$ cat src/rtl/pfw_pkg.sv
package pfw_pkg;

    typedef enum logic [1:0] {
        PFW_IDLE = 2'd0,
        PFW_READ = 2'd1,
        PFW_CMP  = 2'd2
    } pfw_state_e;

    function automatic int field_w(input int count);
        return (count > 1) ? $clog2(count) : 1;
    endfunction

endpackage

$ cat src/rtl/pfw_walk_ctr.sv
module pfw_walk_ctr #(
    parameter int NUM_TLBS = 2,
    parameter int NUM_SETS = 4,
    parameter int NUM_IDX  = 16,
    localparam int TLB_W   = pfw_pkg::field_w(NUM_TLBS),
    localparam int SET_W   = pfw_pkg::field_w(NUM_SETS),
    localparam int IDX_W   = pfw_pkg::field_w(NUM_IDX),
    localparam int ADDR_W  = TLB_W + SET_W + IDX_W
) (
    input  logic              clk,
    input  logic              rst_n,
    input  logic              clear_i,
    input  logic              step_i,
    output logic [ADDR_W-1:0] addr_o,
    output logic              last_o
);

    typedef struct packed {
        logic [TLB_W-1:0] tlb;
        logic [SET_W-1:0] set;
        logic [IDX_W-1:0] idx;
    } ctr_t;

    ctr_t ctr_d, ctr_q;
    logic idx_wrap, set_wrap, tlb_wrap;

    always_comb begin
        idx_wrap = (ctr_q.idx == IDX_W'(NUM_IDX - 1));
        set_wrap = (ctr_q.set == SET_W'(NUM_SETS - 1));
        tlb_wrap = (ctr_q.tlb == TLB_W'(NUM_TLBS - 1));
        ctr_d    = ctr_q;
        if (clear_i) begin
            ctr_d = '0;
        end else if (step_i) begin
            if (idx_wrap) begin
                ctr_d.idx = '0;
                if (set_wrap) begin
                    ctr_d.set = '0;
                    ctr_d.tlb = tlb_wrap ? '0 : ctr_q.tlb + 1'b1;
                end else begin
                    ctr_d.set = ctr_q.set + 1'b1;
                end
            end else begin
                ctr_d.idx = ctr_q.idx + 1'b1;
            end
        end
    end

    always_ff @(posedge clk or negedge rst_n) begin
        if (!rst_n) ctr_q <= '0;
        else        ctr_q <= ctr_d;
    end

    assign addr_o = ctr_q;
    assign last_o = idx_wrap && set_wrap && tlb_wrap;

    assert_clear_zero_R2: assert property (@(posedge clk) disable iff (!rst_n)
        clear_i |=> (addr_o == '0));

    assert_step_moves_R2: assert property (@(posedge clk) disable iff (!rst_n)
        (step_i && !clear_i && !last_o) |=> (addr_o != $past(addr_o)));

endmodule

$ cat src/rtl/pfw_entry_match.sv
module pfw_entry_match #(
    parameter int DATA_W    = 32,
    parameter int PID_W     = 8,
    parameter int PID_LSB   = 0,
    parameter int VPN_LSB   = 13,
    parameter int GLB_BIT   = 4,
    parameter int VLD_BIT   = 3,
    localparam int VPN_W    = DATA_W - VPN_LSB
) (
    input  logic [DATA_W-1:0] hi_i,
    input  logic [DATA_W-1:0] lo_i,
    input  logic [PID_W-1:0]  pid_i,
    output logic              hit_o,
    output logic [DATA_W-1:0] page_o
);

    logic [PID_W-1:0] ent_pid;
    logic [VPN_W-1:0] ent_vpn;
    logic             ent_glb, ent_vld;
    logic             unused_bits;

    always_comb begin
        ent_pid = hi_i[PID_LSB +: PID_W];
        ent_vpn = hi_i[VPN_LSB +: VPN_W];
        ent_glb = lo_i[GLB_BIT];
        ent_vld = lo_i[VLD_BIT];
        hit_o   = ent_vld && !ent_glb && (ent_pid == pid_i);
        page_o  = {ent_vpn, {VPN_LSB{1'b0}}};
    end

    assign unused_bits = ^{hi_i, lo_i};

endmodule

$ cat src/rtl/pid_flush_walker.sv
module pid_flush_walker #(
    parameter int NUM_TLBS = 2,
    parameter int NUM_SETS = 4,
    parameter int NUM_IDX  = 16,
    parameter int DATA_W   = 32,
    parameter int PID_W    = 8,
    parameter int PID_LSB  = 0,
    parameter int VPN_LSB  = 13,
    parameter int GLB_BIT  = 4,
    parameter int VLD_BIT  = 3,
    localparam int ADDR_W  = pfw_pkg::field_w(NUM_TLBS) + pfw_pkg::field_w(NUM_SETS)
                             + pfw_pkg::field_w(NUM_IDX)
) (
    input  logic              clk,
    input  logic              rst_n,
    input  logic              start_i,
    input  logic [PID_W-1:0]  pid_i,
    output logic              rd_en_o,
    output logic [ADDR_W-1:0] rd_addr_o,
    input  logic [DATA_W-1:0] rd_hi_i,
    input  logic [DATA_W-1:0] rd_lo_i,
    output logic              flush_o,
    output logic [DATA_W-1:0] flush_addr_o,
    output logic              busy_o,
    output logic              done_o
);

    import pfw_pkg::*;

    typedef struct packed {
        pfw_state_e        st;
        logic [PID_W-1:0]  pid;
        logic              flush;
        logic [DATA_W-1:0] addr;
        logic              done;
    } walk_t;

    walk_t w_d, w_q;

    logic              ctr_clear, ctr_step, ctr_last;
    logic              ent_hit;
    logic [DATA_W-1:0] ent_page;

    pfw_walk_ctr #(
        .NUM_TLBS(NUM_TLBS),
        .NUM_SETS(NUM_SETS),
        .NUM_IDX (NUM_IDX)
    ) i_ctr (
        .clk    (clk),
        .rst_n  (rst_n),
        .clear_i(ctr_clear),
        .step_i (ctr_step),
        .addr_o (rd_addr_o),
        .last_o (ctr_last)
    );

    pfw_entry_match #(
        .DATA_W (DATA_W),
        .PID_W  (PID_W),
        .PID_LSB(PID_LSB),
        .VPN_LSB(VPN_LSB),
        .GLB_BIT(GLB_BIT),
        .VLD_BIT(VLD_BIT)
    ) i_match (
        .hi_i  (rd_hi_i),
        .lo_i  (rd_lo_i),
        .pid_i (w_q.pid),
        .hit_o (ent_hit),
        .page_o(ent_page)
    );

    always_comb begin
        w_d       = w_q;
        w_d.flush = 1'b0;
        w_d.addr  = '0;
        w_d.done  = 1'b0;
        ctr_clear = 1'b0;
        ctr_step  = 1'b0;
        unique case (w_q.st)
            PFW_IDLE: begin
                if (start_i) begin
                    w_d.pid   = pid_i;
                    w_d.st    = PFW_READ;
                    ctr_clear = 1'b1;
                end
            end
            PFW_READ: begin
                w_d.st = PFW_CMP;
            end
            PFW_CMP: begin
                w_d.flush = ent_hit;
                w_d.addr  = ent_hit ? ent_page : '0;
                if (ctr_last) begin
                    w_d.st   = PFW_IDLE;
                    w_d.done = 1'b1;
                end else begin
                    w_d.st   = PFW_READ;
                    ctr_step = 1'b1;
                end
            end
            default: w_d.st = PFW_IDLE;
        endcase
    end

    always_ff @(posedge clk or negedge rst_n) begin
        if (!rst_n) begin
            w_q    <= '0;
            w_q.st <= PFW_IDLE;
        end else begin
            w_q <= w_d;
        end
    end

    assign rd_en_o      = (w_q.st == PFW_READ);
    assign busy_o       = (w_q.st != PFW_IDLE);
    assign flush_o      = w_q.flush;
    assign flush_addr_o = w_q.addr;
    assign done_o       = w_q.done;

    assert_rd_alternate_R2: assert property (@(posedge clk) disable iff (!rst_n)
        rd_en_o |=> !rd_en_o);

    assert_flush_qualified_R3: assert property (@(posedge clk) disable iff (!rst_n)
        flush_o |-> ($past(rd_lo_i[VLD_BIT]) && !$past(rd_lo_i[GLB_BIT])
                     && ($past(rd_hi_i[PID_LSB +: PID_W]) == w_q.pid)));

    assert_idle_addr_zero_R4: assert property (@(posedge clk) disable iff (!rst_n)
        !flush_o |-> (flush_addr_o == '0));

    assert_flush_pulse_R5: assert property (@(posedge clk) disable iff (!rst_n)
        flush_o |=> !flush_o);

    assert_flush_after_read_R5: assert property (@(posedge clk) disable iff (!rst_n)
        flush_o |-> $past(rd_en_o, 2));

    assert_done_pulse_R6: assert property (@(posedge clk) disable iff (!rst_n)
        done_o |=> !done_o);

    assert_done_idle_R6: assert property (@(posedge clk) disable iff (!rst_n)
        done_o |-> (!busy_o && $past(busy_o)));

    assert_pid_hold_R7: assert property (@(posedge clk) disable iff (!rst_n)
        (busy_o && start_i) |=> $stable(w_q.pid));

endmodule

$ cat config.mk
export PLATFORM = sky130hd
export DESIGN_NAME = pid_flush_walker
export DESIGN_NICKNAME = d
export VERILOG_FILES = /design/src/rtl/pfw_pkg.sv /design/src/rtl/pfw_walk_ctr.sv /design/src/rtl/pfw_entry_match.sv /design/src/rtl/pid_flush_walker.sv
export SDC_FILE = /design/constraint.sdc
export NUM_CORES = 1
export LEC_CHECK = 0
export CAP_MARGIN = 20
export CORE_MARGIN = 2
export CORE_UTILIZATION = 40
export DETAILED_ROUTE_END_ITERATION = 7
export PLACE_DENSITY_LB_ADDON = 0.1
export SYNTH_ARGS = -nofsm -noshare
export SYNTH_HDL_FRONTEND = slang
export SYNTH_SLANG_ARGS = --single-unit
export TNS_END_PERCENT = 10
$ cat constraint.sdc
create_clock -name clk -period 4.3 [get_ports clk]
set_input_delay 0.86 -clock clk [delete_from_list [all_inputs] [get_ports clk]]
set_output_delay 0.86 -clock clk [all_outputs]
set_load 0.03 [all_outputs]
# Word level (Yosys, flattened, before mapping)
# Cells that the tools add are included.
# totals
in_bits,75
ff_bits,51
# classes
mux,17
addsub,3
n_eq_ne,6
reduce_logical,13
# ops
op,count
34-bit two-way mux,1
32-bit two-way mux,1
7-bit two-way mux,2
10-bit two-way mux,1
8-bit == test,1
1-bit two-way mux,8
2-bit nonzero test,4
2-bit case mux with 3 select lines,1
4-bit by 1-bit adder with 4-bit output (second input constant),1
2-bit == test (second input constant),2
4-bit == test (second input constant),1
1-bit logical AND,4
4-bit two-way mux,1
2-bit AND reduction,2
3-bit two-way mux,1
3-bit AND reduction,1
2-bit by 1-bit adder with 2-bit output (second input constant),1
2-bit by 1-bit == test with 1-bit output (second input constant),1
2-bit logical NOT,1
2-bit two-way mux,1
2-bit != test (second input constant),1
1-bit adder (second input constant),1
1-bit logical NOT,1

# Logic depth before layout (Yosys ltp)
# depth
depth_word,7
mapped_depth,5

# Cells and area by module
# Synthesis repeated with hierarchy kept, for this count alone.
# unflattened
cells_unflattened,213
area_unflattened_um2,2577.5
# by_module_without_submodules
module,seq_area_each_um2,instances,area_each_um2,cells_per_inst
pid_flush_walker,1101.1,1,1856.8,130
pfw_walk_ctr,175.2,1,377.9,38
pfw_entry_match,0.0,1,342.8,45

# Worst setup path before layout
# No wires, ideal clock.
# synth_path
kind,reg2out
start,register w_q[43] in the netlist's numbering
end,output rd_en_o
t_arrival_ns,0.957
stages_incl_launch_ff,3
setup_slack_ns,2.483
cell_sequence,dfrtp_1 > buf_4 > nor2b_1
# synth_between
elab_chain_len,1
# synth_lines
item,line_no,rtl
start: declaration,pid_flush_walker.sv:38,"walk_t w_d, w_q;"
start signal: assignment,pid_flush_walker.sv:110,w_q <= w_d;
2-bit by 1-bit == test with 1-bit output,pid_flush_walker.sv:114,assign rd_en_o = (w_q.st == PFW_READ);
end: declaration,pid_flush_walker.sv:18,"output logic rd_en_o,"
# Every way passes these cells.

# Final worst setup path
# layout_path
start,register w_q[43] in the netlist's numbering
end,output busy_o
# layout_between
elab_chain_len,1
# layout_lines
item,line_no,rtl
2-bit nonzero test,pid_flush_walker.sv:115,assign busy_o = (w_q.st != PFW_IDLE);
end: declaration,pid_flush_walker.sv:24,"output logic busy_o,"
# Every way passes these cells.

==> flow_summary.toml <==
[cells_and_area]
fill_cells = 470
drive_above_1_share_pct = 15.9
final_cells = 302
num_antenna_cells = 0
nNetsFinal = 308
final_common_cell = "clkdlybuf4s50_1"
mostFrequentLayoutCells = "clkdlybuf4s50_1, dfrtp_1, inv_1"
area_growth_pct = 31.0
utilization_pct = 53.6

[clocking]
clockBufferDepth = 2
cts_hold_buffers = 0
clkSlewWorstSetupHoldPaths_ps = 70
clk_latency_ps = 280
cts_resized = 0
h-tree-depth = 2
cts_tree = "yes"
cts_made_buffers = 5
postCtsSetupBuffers = 0
cts_root_buf = "clkbuf_8"
clkSinkCount = 38

[sta]
fin_setup_tns_ps = 0
fin_crit_ps = 2680
slew_violations = 0
hold_viol = 0
fin_skew_ps = 4.46
holdWs_ps = 515
fin_crit_sh_pct = 62.3
worst_slew_pin_slew_ps = 859
relSlewSlack_pct = 42.7
rsz0062_at_grt = "no"
fmax_mhz = 373
setup_violations = 0

[grt]
busiest_layer = "met2"
grt_usage_pct = 14.1
use_met3_pct = 4.89
grtUsageMet2_pct = 23.9
grt_max_degree = 39
grt_first_pass_wirelength_mm = 5.99
met1_usage_pct = 16.6
antenna_found_initial = 0
grt_pass1_vias = 1317
grt.overflow.total = 0

[routing]
drt_pass1_iterations = 4
drc = 0
vias = 1361
drt_iter0_drc = 53
routed_wl_mm = 3.83
drtAntennaViolNets = 0
avgViaCountPerCell = 4.51
routedWlPerCell_um = 12.7

[placement]
hpwl_mm = 2.82
dp_cells = 293
io_buffers = 69
place_congestion = 0.795

[logic_synthesis]
async_flop_share_pct = 100
synthFlopType = "dfrtp_1"
ys_seq_elements = 38
ys_warn_count = 0
yosysSeqAreaShare_pct = 46.1
synth_cells = 182
netlist_area_sq_um = 2060
synth_cell_types = 38
synth_edf_count = 0
syn_avg_cell_area_sq_um = 11.3

[power_and_ir_drop]
seqPwrFrac_pct = 40.6
p_int_mw = 0.767
p_switching_mw = 0.409
p_leak_nw = 1.15
peakVddDrop_v = 0.000293
power_density_nw_per_um2 = 435
comb_power_share_pct = 34.5
switching_share_pct = 34.8
p_total_mw = 1.18
clkPwrFrac_pct = 24.9

[critical_path]
crit_arrival_ps = 1820
worstPathRequired_ps = 3440
critPathCaptureType = "output pin"
cp-start-kind = "register"
critPathMaxFanout = 11
slowest_delay_ps = 700
cp_slowest_cell = "clkdlybuf4s50_1"
crit_chain = "or2_1 -> clkdlybuf4s50_1"
path_class = "reg2out"

[floorplanning]
die_h_um = 75.8
core-area_sq_um = 5040
row_count = 26
start_util_pct = 40.9
die_x_um = 75.8
die_area_sq_um = 5750
pin_count = 118

[worst_hold_path]
hold_path.class = "reg2reg"

[job]
drv_cap = 0

[run_status]
outcome = "completed"
==> registers in the layout (all words and copies together) (netlist names) <==
register / flops
flush_addr_o: 19
i_ctr.addr_o: 6
w_q: 10
done_o: 1
i_ctr.tlb_wrap: 1
flush_o: 1
==> power by group through the flow <==
stage / Sequential [mW] / Clock (mW) / Combinational [mW]
finish: 0.477 / 0.293 / 0.406
global route: 0.490 / 0.321 / 0.438
CTS: 0.478 / 0.306 / 0.398
detailed placement: 0.484 / 0 / 0.397
global placement: 0.480 / 0 / 0.392
floorplan: 0.478 / 0 / 0.299
==> metal layers <==
layer	vias up	routed length [um]
li1	663	-
met1	646	1550
met2	48	1960
met3	4	282
met4	0	30
met5	-	0
==> cells in the mapped netlist (2+ instances only) <==
cell type	n	share of area [%]
dfrtp_1	38	46
buf_4	34	12
inv_1	20	3.6
nor4_2	18	11
xnor2_1	8	3.4
nand2_1	6	1.1
mux2_1	5	2.7
a21oi_1	4	0.97
buf_2	4	0.97
buf_6	3	1.6
mux2_2	3	1.6
nand3_1	3	0.73
nand4_1	3	0.91
nor3_1	3	0.73
a31oi_1	2	0.61
ha_1	2	1.2
nor2_1	2	0.36
nor2b_1	2	0.61
o21ai_0	2	0.49
o31ai_1	2	0.73
==> final cells by class <==
cell class	instances	area [sq um]	share of cell area [%]
multi-input cells	95	773	28.6
clock buffers	5	68.8	2.55
flip-flops and latches	38	951	35.2
repair buffers	71	708	26.2
well taps	70	87.6	3.24
inverters	20	75.1	2.78
clock inverters	3	40.0	1.48
==> through the flow <==
| stage | setup WS (ps) | cell area, sq um |
|---|---|---|
| after floorplan | 2480 | 2110 |
| after global placement | 1470 | 2580 |
| after detailed placement | 1370 | 2580 |
| after CTS | 1610 | 2690 |
| after global routing | 1540 | 2700 |
| final | 1620 | 2700 |
==> logic make-up (layout without fill, tap and decap cells) <==
logic type	Yosys count	after routing	share of synthesized area, %
flip-flops	38	38	46.1
multiplexers	8	8	4.37
XOR/XNOR	8	8	3.40
other	1	13	0.182
AO/OA/AOI/OAI	14	14	4.25
adder cells (fa/ha/maj)	2	2	1.21
buffers and inverters	61	99	18.6
AND/OR/NAND/NOR	50	50	21.9
==> path summary, 6_finish.rpt <==
kind | depth (start not counted) | from | end | slack [ps]
max | 2 | w_q[43] | busy_o | 1620
min | 1 | w_q[34] | w_q[34] | 510
max reg2reg | 3 | w_q[43] | flush_addr_o[16] | 2560
min reg2reg | 1 | w_q[34] | w_q[34] | 510
max in group asynchronous | 1 | rst_n | flush_addr_o[21] | 3080
min in group asynchronous | 1 | rst_n | i_ctr.addr_o[2] | 680
==> worst max-delay path, delay by kind of cell, from the launching register on <==
| kind | cells | cell delay (ps) |
|---|---|---|
| buffers and inverters | 1 | 700 |
| flip-flops | 1 | 570 |
| AND/OR/NAND/NOR | 1 | 260 |
No activity file was read; power rests on OpenSTA's default activity.
